**src/rtl/rev_seq_pkg.sv**
```systemverilog
// Shared definitions for the revision select sequencer.
// Assumes at most four revision slots, encoded on two bits.
package rev_seq_pkg;
    typedef logic [1:0] rev_id_t;
    localparam int REV_SLOTS = 4;

    // Number of revisions a memory of n blocks can hold.
    function automatic int max_revs(input int n);
        return (n < REV_SLOTS) ? n : REV_SLOTS;
    endfunction
endpackage

```
**src/rtl/rev_src_latch.sv**
```systemverilog
// Revision source mux and capture.
// Picks pins or internal bits, captures the choice on every reset clock and
// on a cfg_pulse rising edge with ce_n low, and pulses restart_o one clock
// after each capture (including the first clock after reset release).
// Assumes cfg_pulse and ce_n are already synchronous to clk.
module rev_src_latch
    import rev_seq_pkg::*;
(
    input  logic    clk,
    input  logic    rst_n,
    input  logic    ext_sel_en,
    input  rev_id_t rev_pins,
    input  rev_id_t rev_bits,
    input  logic    ce_n,
    input  logic    cfg_pulse,
    output rev_id_t rev_q,
    output logic    restart_o
);
    rev_id_t sel_rev;
    logic    cfg_d;
    logic    cfg_rise;

    // Source mux: internal bits when enabled, else external pins.
    always_comb begin
        sel_rev  = ext_sel_en ? rev_bits : rev_pins;
        cfg_rise = cfg_pulse & ~cfg_d & ~ce_n;
    end

    // Capture register, edge history and restart pulse.
    always_ff @(posedge clk) begin
        if (!rst_n) begin
            rev_q     <= sel_rev;
            cfg_d     <= cfg_pulse;
            restart_o <= 1'b1;
        end else begin
            cfg_d     <= cfg_pulse;
            restart_o <= cfg_rise;
            if (cfg_rise) begin
                rev_q <= sel_rev;
            end
        end
    end


    ce_block_chk: assert property (@(posedge clk) disable iff (!rst_n)
        ce_n |=> !restart_o);


    rev_stable_chk: assert property (@(posedge clk) disable iff (!rst_n)
        !$stable(rev_q) |-> restart_o);
endmodule

```
**src/rtl/rev_table.sv**
```systemverilog
// Revision table: start block and block count per revision slot.
// Slots at or above min(4, NUM_BLOCKS) are not built and read as empty.
// Lookup is combinational and reports whether the entry can be served.
module rev_table
    import rev_seq_pkg::*;
#(
    parameter int NUM_BLOCKS = 8,
    parameter int BIW        = 3,
    parameter int CW         = 4,
    parameter int SW         = CW + 1
) (
    input  logic           clk,
    input  logic           rst_n,
    input  logic           wr_en,
    input  rev_id_t        wr_idx,
    input  logic [BIW-1:0] wr_start,
    input  logic [CW-1:0]  wr_cnt,
    input  rev_id_t        rd_idx,
    output logic [BIW-1:0] rd_start,
    output logic [SW-1:0]  rd_end,
    output logic           rd_ok
);
    localparam int MAXR = max_revs(NUM_BLOCKS);

    logic [REV_SLOTS*BIW-1:0] st_flat;
    logic [REV_SLOTS*CW-1:0]  ct_flat;
    logic [CW-1:0]            rd_cnt;

    for (genvar g = 0; g < REV_SLOTS; g++) begin : g_slot
        if (g < MAXR) begin : g_live
            logic [BIW-1:0] st_r;
            logic [CW-1:0]  ct_r;
            // Slot storage: cleared by reset, loaded by a matching write.
            always_ff @(posedge clk) begin
                if (!rst_n) begin
                    st_r <= '0;
                    ct_r <= '0;
                end else if (wr_en && wr_idx == rev_id_t'(g)) begin
                    st_r <= wr_start;
                    ct_r <= wr_cnt;
                end
            end
            assign st_flat[g*BIW +: BIW] = st_r;
            assign ct_flat[g*CW +: CW]   = ct_r;
        end else begin : g_absent
            assign st_flat[g*BIW +: BIW] = '0;
            assign ct_flat[g*CW +: CW]   = '0;
        end
    end

    // Lookup and range check of the selected slot.
    always_comb begin
        rd_start = st_flat[rd_idx*BIW +: BIW];
        rd_cnt   = ct_flat[rd_idx*CW +: CW];
        rd_end   = SW'(rd_start) + SW'(rd_cnt);
        rd_ok    = (rd_cnt != '0) && (rd_end <= SW'(NUM_BLOCKS))
                   && (32'(rd_idx) < MAXR);
    end


    tbl_wr_chk: assert property (@(posedge clk) disable iff (!rst_n)
        (wr_en && 32'(wr_idx) < MAXR) |=>
            (st_flat[$past(wr_idx)*BIW +: BIW] == $past(wr_start))
            && (ct_flat[$past(wr_idx)*CW +: CW] == $past(wr_cnt)));
endmodule

```
**src/rtl/rev_addr_walker.sv**
```systemverilog
// Address walker: on restart loads the revision's first word address and
// last word address, then steps one word per clock with adv high, and
// raises done after the last word. A bad entry raises err instead.
// Assumes restart is a single-clock pulse and the lookup is valid with it.
module rev_addr_walker #(
    parameter int BLK_AW = 4,
    parameter int BIW    = 3,
    parameter int SW     = 5,
    parameter int AW     = BIW + BLK_AW
) (
    input  logic           clk,
    input  logic           rst_n,
    input  logic           restart,
    input  logic [BIW-1:0] lk_start,
    input  logic [SW-1:0]  lk_end,
    input  logic           lk_ok,
    input  logic           adv,
    output logic [AW-1:0]  addr,
    output logic           active,
    output logic           done,
    output logic           err
);
    localparam int EW = SW + BLK_AW;

    logic [AW-1:0] start_addr;
    logic [EW-1:0] end_w;
    logic [EW-1:0] last_w;
    logic [AW-1:0] last_q;

    // Block index to word address conversion for first and last word.
    always_comb begin
        start_addr = {lk_start, {BLK_AW{1'b0}}};
        end_w      = {lk_end, {BLK_AW{1'b0}}};
        last_w     = end_w - EW'(1);
    end

    // Walk state: load on restart, step on adv, finish at last word.
    always_ff @(posedge clk) begin
        if (!rst_n) begin
            addr   <= '0;
            last_q <= '0;
            active <= 1'b0;
            done   <= 1'b0;
            err    <= 1'b0;
        end else if (restart) begin
            done <= 1'b0;
            if (lk_ok) begin
                addr   <= start_addr;
                last_q <= last_w[AW-1:0];
                active <= 1'b1;
                err    <= 1'b0;
            end else begin
                active <= 1'b0;
                err    <= 1'b1;
            end
        end else if (active && adv) begin
            if (addr == last_q) begin
                active <= 1'b0;
                done   <= 1'b1;
            end else begin
                addr <= addr + AW'(1);
            end
        end
    end


    bad_entry_chk: assert property (@(posedge clk) disable iff (!rst_n)
        (restart && !lk_ok) |=> (err && !active && !done));


    start_load_chk: assert property (@(posedge clk) disable iff (!rst_n)
        (restart && lk_ok) |=> (active && !err && addr[BLK_AW-1:0] == '0));


    addr_hold_chk: assert property (@(posedge clk) disable iff (!rst_n)
        (active && !adv && !restart) |=> ($stable(addr) && active));


    done_excl_chk: assert property (@(posedge clk) disable iff (!rst_n)
        done |-> (!active && !err));
endmodule

```
**src/rtl/rev_select_seq.sv**
```systemverilog
// Top: revision select sequencer. Captures the revision number, looks it up
// in the revision table and walks the revision's word addresses.
// Assumes all inputs are synchronous to clk; memory and decompression
// are outside this block.
module rev_select_seq #(
    parameter int NUM_BLOCKS = 8,
    parameter int BLK_AW     = 4,
    parameter int BIW        = (NUM_BLOCKS > 1) ? $clog2(NUM_BLOCKS) : 1,
    parameter int CW         = $clog2(NUM_BLOCKS + 1),
    parameter int AW         = BIW + BLK_AW
) (
    input  logic           clk,
    input  logic           rst_n,
    input  logic           ext_sel_en,
    input  logic [1:0]     rev_pins,
    input  logic [1:0]     rev_bits,
    input  logic           ce_n,
    input  logic           cfg_pulse,
    input  logic           tbl_we,
    input  logic [1:0]     tbl_idx,
    input  logic [BIW-1:0] tbl_start_blk,
    input  logic [CW-1:0]  tbl_blk_cnt,
    input  logic           adv,
    output logic [AW-1:0]  rd_addr,
    output logic           rd_valid,
    output logic [1:0]     rev_active,
    output logic           done,
    output logic           err
);
    localparam int SW = CW + 1;

    logic [1:0]     rev_q;
    logic           restart;
    logic [BIW-1:0] lk_start;
    logic [SW-1:0]  lk_end;
    logic           lk_ok;

    rev_src_latch u_latch (
        .clk       (clk),
        .rst_n     (rst_n),
        .ext_sel_en(ext_sel_en),
        .rev_pins  (rev_pins),
        .rev_bits  (rev_bits),
        .ce_n      (ce_n),
        .cfg_pulse (cfg_pulse),
        .rev_q     (rev_q),
        .restart_o (restart)
    );

    rev_table #(
        .NUM_BLOCKS(NUM_BLOCKS),
        .BIW       (BIW),
        .CW        (CW),
        .SW        (SW)
    ) u_table (
        .clk     (clk),
        .rst_n   (rst_n),
        .wr_en   (tbl_we),
        .wr_idx  (tbl_idx),
        .wr_start(tbl_start_blk),
        .wr_cnt  (tbl_blk_cnt),
        .rd_idx  (rev_q),
        .rd_start(lk_start),
        .rd_end  (lk_end),
        .rd_ok   (lk_ok)
    );

    rev_addr_walker #(
        .BLK_AW(BLK_AW),
        .BIW   (BIW),
        .SW    (SW),
        .AW    (AW)
    ) u_walker (
        .clk     (clk),
        .rst_n   (rst_n),
        .restart (restart),
        .lk_start(lk_start),
        .lk_end  (lk_end),
        .lk_ok   (lk_ok),
        .adv     (adv),
        .addr    (rd_addr),
        .active  (rd_valid),
        .done    (done),
        .err     (err)
    );

    assign rev_active = rev_q;


    restart_clear_chk: assert property (@(posedge clk) disable iff (!rst_n)
        restart |=> !done);
endmodule

```
**config.mk**
```make
export PLATFORM = sky130hd
export DESIGN_NAME = rev_select_seq
export DESIGN_NICKNAME = d
export VERILOG_FILES = /design/src/rtl/rev_seq_pkg.sv /design/src/rtl/rev_src_latch.sv /design/src/rtl/rev_table.sv /design/src/rtl/rev_addr_walker.sv /design/src/rtl/rev_select_seq.sv
export SDC_FILE = /design/constraint.sdc
export NUM_CORES = 1
export LEC_CHECK = 0
export BUFFER_PORTS_ARGS = -buffer_cell sky130_fd_sc_hd__buf_2
export CAP_MARGIN = 15
export CORE_MARGIN = 10
export CORE_UTILIZATION = 45
export CTS_CLUSTER_DIAMETER = 60
export DETAILED_ROUTE_END_ITERATION = 8
export GPL_ROUTABILITY_DRIVEN = 0
export PLACE_DENSITY = 0.66
export RECOVER_POWER = 25
export SYNTH_ARGS = -nofsm -noshare
export SYNTH_HDL_FRONTEND = slang
export SYNTH_SLANG_ARGS = --single-unit
export TNS_END_PERCENT = 5
```
**constraint.sdc**
```tcl
create_clock -name clk -period 3.5 [get_ports clk]
set_input_delay 0 -clock clk [delete_from_list [all_inputs] [get_ports clk]]
set_output_delay 0 -clock clk [all_outputs]
set_load 0.02 [all_outputs]
```
# --- After elaboration in Yosys (flattened, before gate mapping) ---
# Index checks and enable logic that the tools add are counted.
totals:
  reg_bits: 49
  latchBits: 0
  ramBits: 0
  mem_bits_ro: 0
  in_bits: 20
  out_inout_bits: 12
  wordCells: 62
  n_memories: 0
op_classes:
  add_sub_neg: 3
  n_mul: 1
  div: 0
  n_lt_le_gt_ge: 1
  n_eq_ne: 7
  shifts: 2
  mux: 12
  n_bitwise: 5
  reduce_logical: 15
ops:
  columns: ["op", "count"]
  rows:
  - ["7-bit 2-to-1 mux", 4]
  - ["16-bit by 5-bit variable part select with 4-bit output", 1]
  - ["12-bit by 5-bit variable part select with 3-bit output", 1]
  - ["7-bit by 1-bit adder with 7-bit output, second input constant", 1]
  - ["7-bit == test", 1]
  - ["7-bit by 1-bit subtractor with 7-bit output, second input constant", 1]
  - ["1-bit logical AND", 6]
  - ["2-bit 2-to-1 mux", 3]
  - ["2-bit AND reduction", 3]
  - ["3-bit by 4-bit adder with 5-bit output", 1]
  - ["5-bit by 4-bit <= comparator with 1-bit output, second input constant", 1]
  - ["1-bit 2-to-1 mux", 5]
  - ["2-bit == test, second input constant", 2]
  - ["2-bit by 2-bit multiplier with 4-bit output, second input constant", 1]
  - ["2-bit != test, second input constant", 2]
  - ["2-bit nonzero test", 2]
  - ["4-bit nonzero test", 1]
  - ["1-bit NOT", 3]
  - ["3-bit AND reduction", 1]
  - ["1-bit AND", 2]
  - ["2-bit by 1-bit == test with 1-bit output, second input constant", 1]
  - ["2-bit zero test", 1]
  - ["2-bit by 1-bit != test with 1-bit output, second input constant", 1]
  - ["2-bit OR reduction", 1]

# --- Logic depth before layout (Yosys ltp) ---
# Gate-level depths: netlist of the first run.
depth:
  depth_word: 7
  ltp_mapped: 10
  depth_no_buf: 9

# --- Modules after synthesis ---
# A second synthesis of the first run with hierarchy kept.
hier_totals:
  hier_cells: 220
  hier_area_um2: 2348.5
modules_own_cells:
  columns: ["module", "instances", "cells_per_inst", "area_each_um2", "seq_area_each_um2"]
  rows:
  - ["rev_table", 1, 119, 1430.1, 560.5]
  - ["rev_addr_walker", 1, 92, 777.0, 280.3]
  - ["rev_src_latch", 1, 9, 141.4, 100.1]

# --- Worst setup path before layout of the first run ---
# Ideal clock, no wire load.
synth_path:
  path_type: "flip-flop to flip-flop"
  start: "register u_latch.rev_q[0]"
  end: "register u_walker.active"
  setup_ps: 115
  t_arrival_ps: 2934
  required_ps: 3385
  slack_ps: 451
  stages_incl_launch_ff: 11
  path_buffers: 1
  synth_period_minus_slack_ps: 3049
  cell_sequence: "edfxtp_1 -> buf_6 -> mux4_1 -> ha_1 -> fa_1 -> inv_1 -> ha_1 -> and2_1 -> o31ai_4 -> nor2_4 -> o21a_1"
synth_via:
  elab_chain_len: 7
  word_cells_on_any_way: 9
  cone_classes: "add/sub (1); mul (1); order compare (1); shift (2); mux (2); reduce/logical (2)"
synth_rtl:
  columns: ["item", "line", "source"]
  rows:
  - ["from (decl)", "rev_src_latch.sv:16", "output rev_id_t rev_q,"]
  - ["from (signal assigned)", "rev_src_latch.sv:32", "rev_q <= sel_rev;"]
  - ["from (signal assigned)", "rev_src_latch.sv:39", "rev_q <= sel_rev;"]
  - ["2-bit by 2-bit multiplier with 4-bit output", "rev_table.sv:53", "rd_start = st_flat[rd_idx*BIW +: BIW];"]
  - ["12-bit by 5-bit variable part select with 3-bit output", "rev_table.sv:53", null]
  - ["3-bit by 4-bit adder with 5-bit output", "rev_table.sv:55", "rd_end = SW'(rd_start) + SW'(rd_cnt);"]
  - ["5-bit by 4-bit <= comparator with 1-bit output", "rev_table.sv:56", "rd_ok = (rd_cnt != '0) && (rd_end <= SW'(NUM_BLOCKS))"]
  - ["1-bit logical AND (*)", "rev_table.sv:56", null]
  - ["1-bit 2-to-1 mux (*)", "rev_addr_walker.sv:47", "if (lk_ok) begin"]
  - ["1-bit 2-to-1 mux (*)", "rev_addr_walker.sv:45", "end else if (restart) begin"]
  - ["to (signal assigned)", "rev_addr_walker.sv:42", "active <= 1'b0;"]
  - ["to (signal assigned)", "rev_addr_walker.sv:50", "active <= 1'b1;"]
  - ["to (signal assigned)", "rev_addr_walker.sv:53", "active <= 1'b0;"]
  - ["to (decl)", "rev_addr_walker.sv:19", "output logic active,"]
# Mark *: on every way between the ends. The rest lies on a longest branch, timed or not.
# A chain may end at the register's enable or synchronous reset.

# --- Worst setup path after layout of the first run ---
layout_path:
  start: "register u_latch.rev_q[0]"
  end: "register u_walker.last_q[5]"
layout_via:
  elab_chain_len: 6
  word_cells_on_any_way: 9
  cone_classes: "add/sub (2); mul (1); order compare (1); shift (2); reduce/logical (3)"
layout_rtl:
  columns: ["item", "line", "source"]
  rows:
  - ["2-bit by 2-bit multiplier with 4-bit output", "rev_table.sv:53", null]
  - ["12-bit by 5-bit variable part select with 3-bit output", "rev_table.sv:53", null]
  - ["3-bit by 4-bit adder with 5-bit output", "rev_table.sv:55", null]
  - ["5-bit by 4-bit <= comparator with 1-bit output", "rev_table.sv:56", null]
  - ["1-bit logical AND", "rev_table.sv:56", null]
  - ["2-bit AND reduction (no source line)", null, null]
  - ["to (signal assigned)", "rev_addr_walker.sv:49", "last_q <= last_w[AW-1:0];"]
  - ["to (decl)", "rev_addr_walker.sv:28", "logic [AW-1:0] last_q;"]
# Several ways; a longest one is shown, not always the timed one.

==> metrics.md, run 1 <==
| Metric | Value |
|---|---|
| Die footprint | `8266 sq um` |
| Die H | `90.92 um` |
| Worst R2R Path Depth | `10` |
| Cells after synthesis | `219` |
| Initial core utilization | `47.29%` |
| First-pass GRT wire length | `8.321 mm` |
| Port bufs | `31` |
| Final setup fails | `0` |
| Clock-pin slew on the worst setup and hold paths | `0.09 ns` |
| Pwr/cell area | `394.5 nW/um^2` |
| DP HPWL | `3.455 mm` |
| Number of hold violations in the final report | `0` |
| # IOs | `32` |
| Combinational power share | `15.8%` |
| Min-delay src | `adv` |
| DIE WIDTH | `90.92 um` |
| Count of pins over their slew limit | `0` |
| Vias in the first global route | `1746` |
| Synth cell count leaders | `dfxtp_1 (44), nor2_1 (33), mux2i_1 (28)` |
| Sw frac | `27.33%` |
| Sequential Power Share | `53.6%` |
| Kind of critical path | `flip-flop to flip-flop` |
| Critical path startpoint category | `flip-flop` |
| DRT Pass-1 Iters | `4` |
| Count leader, synth | `dfxtp_1` |
| Ranking of synthesized cells by area | `dfxtp_1 (39%), mux2i_1 (12%), nor2_1 (5.5%)` |
| Internal Power | `770.9 uW` |
| Dpl ws | `0.3715 ns` |
| RSZ-0062 raised after global routing | `false` |
| CTS Sinks | `46` |
| DR WL/cell | `14.37 um` |
| Core Footprint | `4786 sq um` |
| Fillers | `428` |
| Max Clock Freq | `0.3200 GHz` |
| Iteration-0 DRC Markers | `73` |
| ANT cells | `0` |
| Post-layout worst setup margin | `0.3747 ns` |
| Post-synth ARST share | `0%` |
| Area leader, netlist | `dfxtp_1` |
| RR Endpoint | `u_walker.last_q[5]$_SDFFE_PN0P_` |
| Core Rows | `25` |
| Final min period | `3.125 ns` |
| Sw power | `290.0 uW` |
| Critical Path Fanout Max | `7` |
| Net Count, Synth | `246` |
| Mapped Area | `2263 sq um` |
| Clock power frac | `30.6%` |
| Vias per inst | `5.172` |
| Peak VDD IR | `0.2419 mV` |
| Tcrit/Tclk final | `89.29%` |
| Hold Crit Depth | `3` |
| CTS tree | `yes` |
| Yosys warnings | `0` |
| Share of layout cells above drive strength 1 | `20.45%` |
| Critical path capture point type | `flip-flop` |
| TritonCTS Buffers | `5` |
| Req. time, crit path | `3.72 ns` |
| Syn avg cell area | `10.34 sq um` |
| Via Count | `1712` |
| Final wirelength | `4.758 mm` |
| Sink of the worst hold path | `u_walker.done$_SDFFE_PP0P_` |
| Remaining antenna violation count after routing | `0` |
| Final nets | `290` |
| Number of flops mapped to enable cells by yosys | `2` |
| Antenna violations before repair | `0` |
| Postcts setup bufs | `0` |
| Gr usage total | `11.81%` |
| Post_cts resized | `0` |
| H-tree depth | `2` |
| Worst Path Arrival | `3.35 ns` |
| Synth Register Bits | `46` |
| Area delta synth->final | `18.79%` |
| Sequential element share of the synthesized area | `41.57%` |
| Top FF cell, synth | `dfxtp_1` |
| Worst-case clock buffer depth | `2` |
| Number of remaining DRC errors | `0` |
| Clk root buf | `clkbuf_8` |
| Hold Crit Class | `input pin to flip-flop` |
| Status | `complete, no violations` |
| R2r setup slk | `0.37 ns` |
| R2R Path Start | `u_latch.rev_q[0]$_DFFE_PP_` |
| Max Clock Skew | `0.008807 ns` |
| Max-slew headroom | `17.29%` |
| Max Cap Viol | `0` |
| Top cell type's share of synthesized area | `38.92%` |
| Largest net degree at the start of global routing | `30` |
| Fin Setup TNS | `0 ns` |
| GRT Residual Overflow | `0` |
| Skew-Pair Late Insertion Delay | `0.30 ns` |
| Library cells used by synthesis | `44` |
| Worst slew pin tran | `1.241 ns` |
| Leak | `0.001162 uW` |
## metal layers
metal	GRT usage (%)	part of all wire, %
met1	14.37	47
met2	19.63	48
met3	3.741	4.0
met4	3.133	1.2
met5	0	0
## how the worst max path moves through the flow
stage                               startpoint                               to  slack, ns  depth (start not counted)
detailed placement  u_latch.rev_q[0]$_DFFE_PP_  u_walker.last_q[4]$_SDFFE_PN0P_       0.37                         10
global route        u_latch.rev_q[0]$_DFFE_PP_  u_walker.last_q[4]$_SDFFE_PN0P_       0.18                         10
global placement    u_latch.rev_q[0]$_DFFE_PP_  u_walker.last_q[4]$_SDFFE_PN0P_       0.44                         10
finish              u_latch.rev_q[0]$_DFFE_PP_  u_walker.last_q[5]$_SDFFE_PN0P_       0.37                         10
floorplan           u_latch.rev_q[0]$_DFFE_PP_     u_walker.active$_SDFFE_PN0P_       0.45                         10
CTS                 u_latch.rev_q[0]$_DFFE_PP_  u_walker.last_q[4]$_SDFFE_PN0P_       0.34                         10
## critical path: stages, from the launching register on
cell and delay [ns]:
edfxtp_1 0.46, buf_4 0.19, mux4_2 0.51, ha_1 0.23, fa_1 0.48, inv_1 0.06, ha_1 0.18, and2_1 0.17
o31ai_4 0.43, nor2_4 0.11, a211oi_1 0.23
## flip-flops by register name (all words and copies together) (netlist names)
signal                      flops
u_walker.active                 1
u_latch.restart_o               1
u_table.g_slot.g_live.ct_r     16
u_table.g_slot.g_live.st_r     12
u_walker.done                   1
u_walker.err                    1
u_latch.rev_q                   2
u_latch.cfg_d                   1
u_walker.addr                   7
u_walker.last_q                 4
## power groups by stage
stage          Combinational [uW]  Sequential [uW]  Clock [uW]
2_1_floorplan                 116              578           0
3_3_place_gp                  154              581           0
3_5_place_dp                  156              581           0
4_1_cts                       170              569         336
5_1_grt                       187              572         355
6_report                      168              568         325
## placed cells by master (no fill, tap or decap), types with 2 or more instances in the layout
cell type,count
o2111ai_1,3
nand3b_1,3
ha_1,6
buf_2,29
buf_4,2
o21a_1,2
o31a_1,2
or2_2,2
clkbuf_1,3
dlygate4sd3_1,14
nor3_1,4
mux4_1,3
dfxtp_1,44
a211oi_1,2
xor2_1,2
o31ai_1,3
nand3_1,10
clkinv_2,2
o211ai_1,6
xnor2_1,5
edfxtp_1,2
mux4_2,4
nor2_1,33
a21oi_1,8
nand2_1,13
inv_1,3
mux2_2,3
clkbuf_8,5
mux2i_1,28
## area by class of cell
| class | count | area [sq um] | area share, % |
|---|---|---|---|
| multi-input combinational | 159 | 1254 | 46.63 |
| sequential | 46 | 940.9 | 34.99 |
| timing repair buffer | 48 | 311.5 | 11.59 |
| tap | 67 | 83.83 | 3.118 |
| clock buffer | 5 | 68.82 | 2.559 |
| clock inverter | 3 | 18.77 | 0.6980 |
| inverter | 3 | 11.26 | 0.4188 |
## stage by stage
step / instances / utilization, % / total power [uW] / hold slack [ns] / cell area [sq um]
floorplan: 219 / - / 693.7 / 0.02772 / 2263
global placement: 309 / 51.56 / 734.8 / 0.1185 / 2467
detailed placement: 309 / 51.56 / 737.2 / 0.1171 / 2467
CTS: 331 / 56.31 / 1075 / 0.01262 / 2695
global route: 331 / 56.18 / 1114 / 0.04691 / 2689
finish: 331 / 56.18 / 1061 / 0.02434 / 2689
## cell families (layout without fill, tap and decap cells)
group | after synthesis | count (layout) | share of synthesized area, %
adders and majority gates | 7 | 7 | 4.201
xor gates and xnor gates | 7 | 7 | 2.709
muxes | 39 | 39 | 22.33
DFF | 46 | 46 | 41.57
buffers and inverters | 14 | 59 | 3.040
and+or+nand+nor | 73 | 73 | 15.26
AOI/OAI and AO/OA | 33 | 33 | 10.89
## repair_timing
action,CTS,global route
hold endpoints to repair,32,0
hold buffers,14,0
endpoints found under the setup margin,0,0
Note: power is estimated with default switching activity, not from simulation.
==> run 2, diff against run 1 <==
Settings changed: CELL_PAD_IN_SITES_DETAIL_PLACEMENT from default to 0, CELL_PAD_IN_SITES_GLOBAL_PLACEMENT from default to 1, CORE_UTILIZATION 45 to 44, PLACE_DENSITY 0.66 to 0.79.
==> metrics.md, run 2 (synthesized netlist as in run 1, its figures left out) <==
| Metric | Value |
|---|---|
| Antenna violations before repair | `0` |
| Critical path, cell by cell | `mux4_1, ha_1, fa_1, inv_1, ha_1, and2_1, o31ai_4, nor2_4, a211oi_1` |
| Most common cell after layout, fill and taps aside | `dfxtp_1` |
| Die footprint | `8413 sq um` |
| Peak VDD IR | `0.1968 mV` |
| Worst Path Arrival | `3.37 ns` |
| CTS tree | `yes` |
| Kind of critical path | `flip-flop to flip-flop` |
| Largest net degree at the start of global routing | `21` |
| GRT Residual Overflow | `0` |
| Skew-Pair Late Insertion Delay | `0.30 ns` |
| Slowest CP cell | `mux4_1` |
| Status | `complete, no violations` |
| Critical Path Fanout Max | `7` |
| CTS hold repair buffers | `11` |
| CTS Sinks | `46` |
| First-pass GRT wire length | `8.756 mm` |
| CP delay by family, top | `adder cells` |
| Hold Crit Depth | `2` |
| Buf/Inv on CP | `1` |
| Port bufs | `31` |
| Dpl cells | `312` |
| Critical path capture point type | `flip-flop` |
| DRT Pass-1 Iters | `5` |
| Clock-pin slew on the worst setup and hold paths | `0.09 ns` |
| Area delta synth->final | `17.52%` |
| CP startpoint | `u_latch.rev_q[0]$_DFFE_PP_` |
| Critical path startpoint category | `flip-flop` |
| DR WL/cell | `14.74 um` |
| Worst slew pin tran | `0.6647 ns` |
| Gr usage total | `12.63%` |
| Largest register by flop count | `u_table.g_slot.g_live.ct_r` |
| M2 GR Usage | `19.67%` |
| R2R Path Start | `u_latch.rev_q[0]$_DFFE_PP_` |
| Via Count | `1747` |
| Max Cap Viol | `0` |
| Number of hold violations in the final report | `0` |
| Sequential Power Share | `53.6%` |
| Final nets | `287` |
| Max-slew headroom | `55.39%` |
| Max reg flops | `16` |
| ANT cells | `0` |
| H-tree depth | `2` |
| Worst-case clock buffer depth | `2` |
| Combinational power share | `15.3%` |
| Iteration-0 DRC Markers | `126` |
| TritonCTS Buffers | `5` |
| Share of layout cells above drive strength 1 | `17.62%` |
| Worst R2R Path Depth | `9` |
| Post-Layout Cell Count | `331` |
| RSZ-0062 raised after global routing | `false` |
| RR Endpoint | `u_walker.last_q[4]$_SDFFE_PN0P_` |
| Vias in the first global route | `1833` |
| Initial core utilization | `44.89%` |
| Largest registers | `u_table.g_slot.g_live.ct_r: 16 flops, u_table.g_slot.g_live.st_r: 12 flops, u_walker.addr: 7 flops` |
| Setup crit end | `u_walker.last_q[4]$_SDFFE_PN0P_` |
| Final setup fails | `0` |
| Post_cts resized | `0` |
| Pwr/cell area | `399.7 nW/um^2` |
| Core Rows | `26` |
| Slowest stage delay, CP | `0.62 ns` |
| DIE WIDTH | `91.72 um` |
| Most used cell, CP | `ha_1` |
| R2r setup slk | `0.35 ns` |
| Count of pins over their slew limit | `0` |
| PnR Total Power | `1063 uW` |
| Max Clock Skew | `0.008964 ns` |
| Internal Power | `785.3 uW` |
| Postcts setup bufs | `0` |
| Final wirelength | `4.878 mm` |
| Total stage count of the critical path | `9` |
| Sw frac | `26.14%` |
| Remaining antenna violation count after routing | `0` |
| Final min period | `3.154 ns` |
| Most frequent cells in the layout | `dfxtp_1 (44), nor2_1 (33), mux2i_1 (28)` |
| Tcrit/Tclk final | `90.11%` |
| Hold Crit Class | `input pin to flip-flop` |
| Leak | `0.001129 uW` |
| Die H | `91.72 um` |
| Clock power frac | `31.1%` |
| Met1 GRT Util | `15.72%` |
| Max Clock Freq | `0.3171 GHz` |
| Vias per inst | `5.278` |
| GRT busiest layer | `met2` |
| GR Util met3 | `3.178%` |
| Sw power | `278.0 uW` |
| Core Footprint | `5042 sq um` |
| # IOs | `32` |
| Fin Setup TNS | `0 ns` |
| Req. time, crit path | `3.72 ns` |
| Number of remaining DRC errors | `0` |
| Clk root buf | `clkbuf_8` |
| DP HPWL | `3.498 mm` |
## run 2: cell types whose count changed in the layout (fill, tap and decap cells not counted), sizes merged
cell	delta
dlygate4sd3	-3
inv	-1
buf	-7
clkinv	-1
clkbuf	+9
## run 2: per-stage QoR
stage	cell area (sq um)	worst slack, ns	util [%]	hold slack [ns]
6_report	2660	0.3460	52.75	0.01298
5_1_grt	2660	0.08024	52.75	0.01452
4_1_cts	2673	0.3217	53.00	0.001008
3_5_place_dp	2471	0.3356	49.01	0.1225
3_3_place_gp	2471	0.3869	49.01	0.1188
2_1_floorplan	2263	0.4513	-	0.02772
## run 2: area by class of cell
type	instances	area, sq um
clock buffers	7	86.33
clock inverters	1	5.005
fillers	472	2382
inverters	3	11.26
multi-input cells	159	1254
flip-flops and latches	46	940.9
well taps	70	87.58
repair buffers	45	275.3
## run 2: layer usage
layer,up-vias,routed length [um]
li1,869,-
met1,842,2353
met2,28,2221
met3,8,182
met4,0,120
met5,-,0
## run 2: power by group through the flow
stage	sequential, uW	clock (uW)	combinational [uW]
floorplan	578	0	116
global placement	582	0	154
detailed placement	582	0	155
CTS	570	341	166
global route	574	367	182
finish	570	331	163
## run 2: worst min-delay path by stage
| stage | startpoint | slack (ns) | endpoint |
|---|---|---|---|
| 2_1_floorplan | cfg_pulse | 0.03 | u_latch.cfg_d$_DFF_P_ |
| 3_3_place_gp | cfg_pulse | 0.12 | u_latch.cfg_d$_DFF_P_ |
| 3_5_place_dp | cfg_pulse | 0.12 | u_latch.cfg_d$_DFF_P_ |
| 4_1_cts | rev_pins[1] | 0.001 | u_latch.rev_q[1]$_DFFE_PP_ |
| 5_1_grt | rev_bits[0] | 0.01 | u_latch.rev_q[0]$_DFFE_PP_ |
| 6_report | rev_pins[1] | 0.01 | u_latch.rev_q[1]$_DFFE_PP_ |
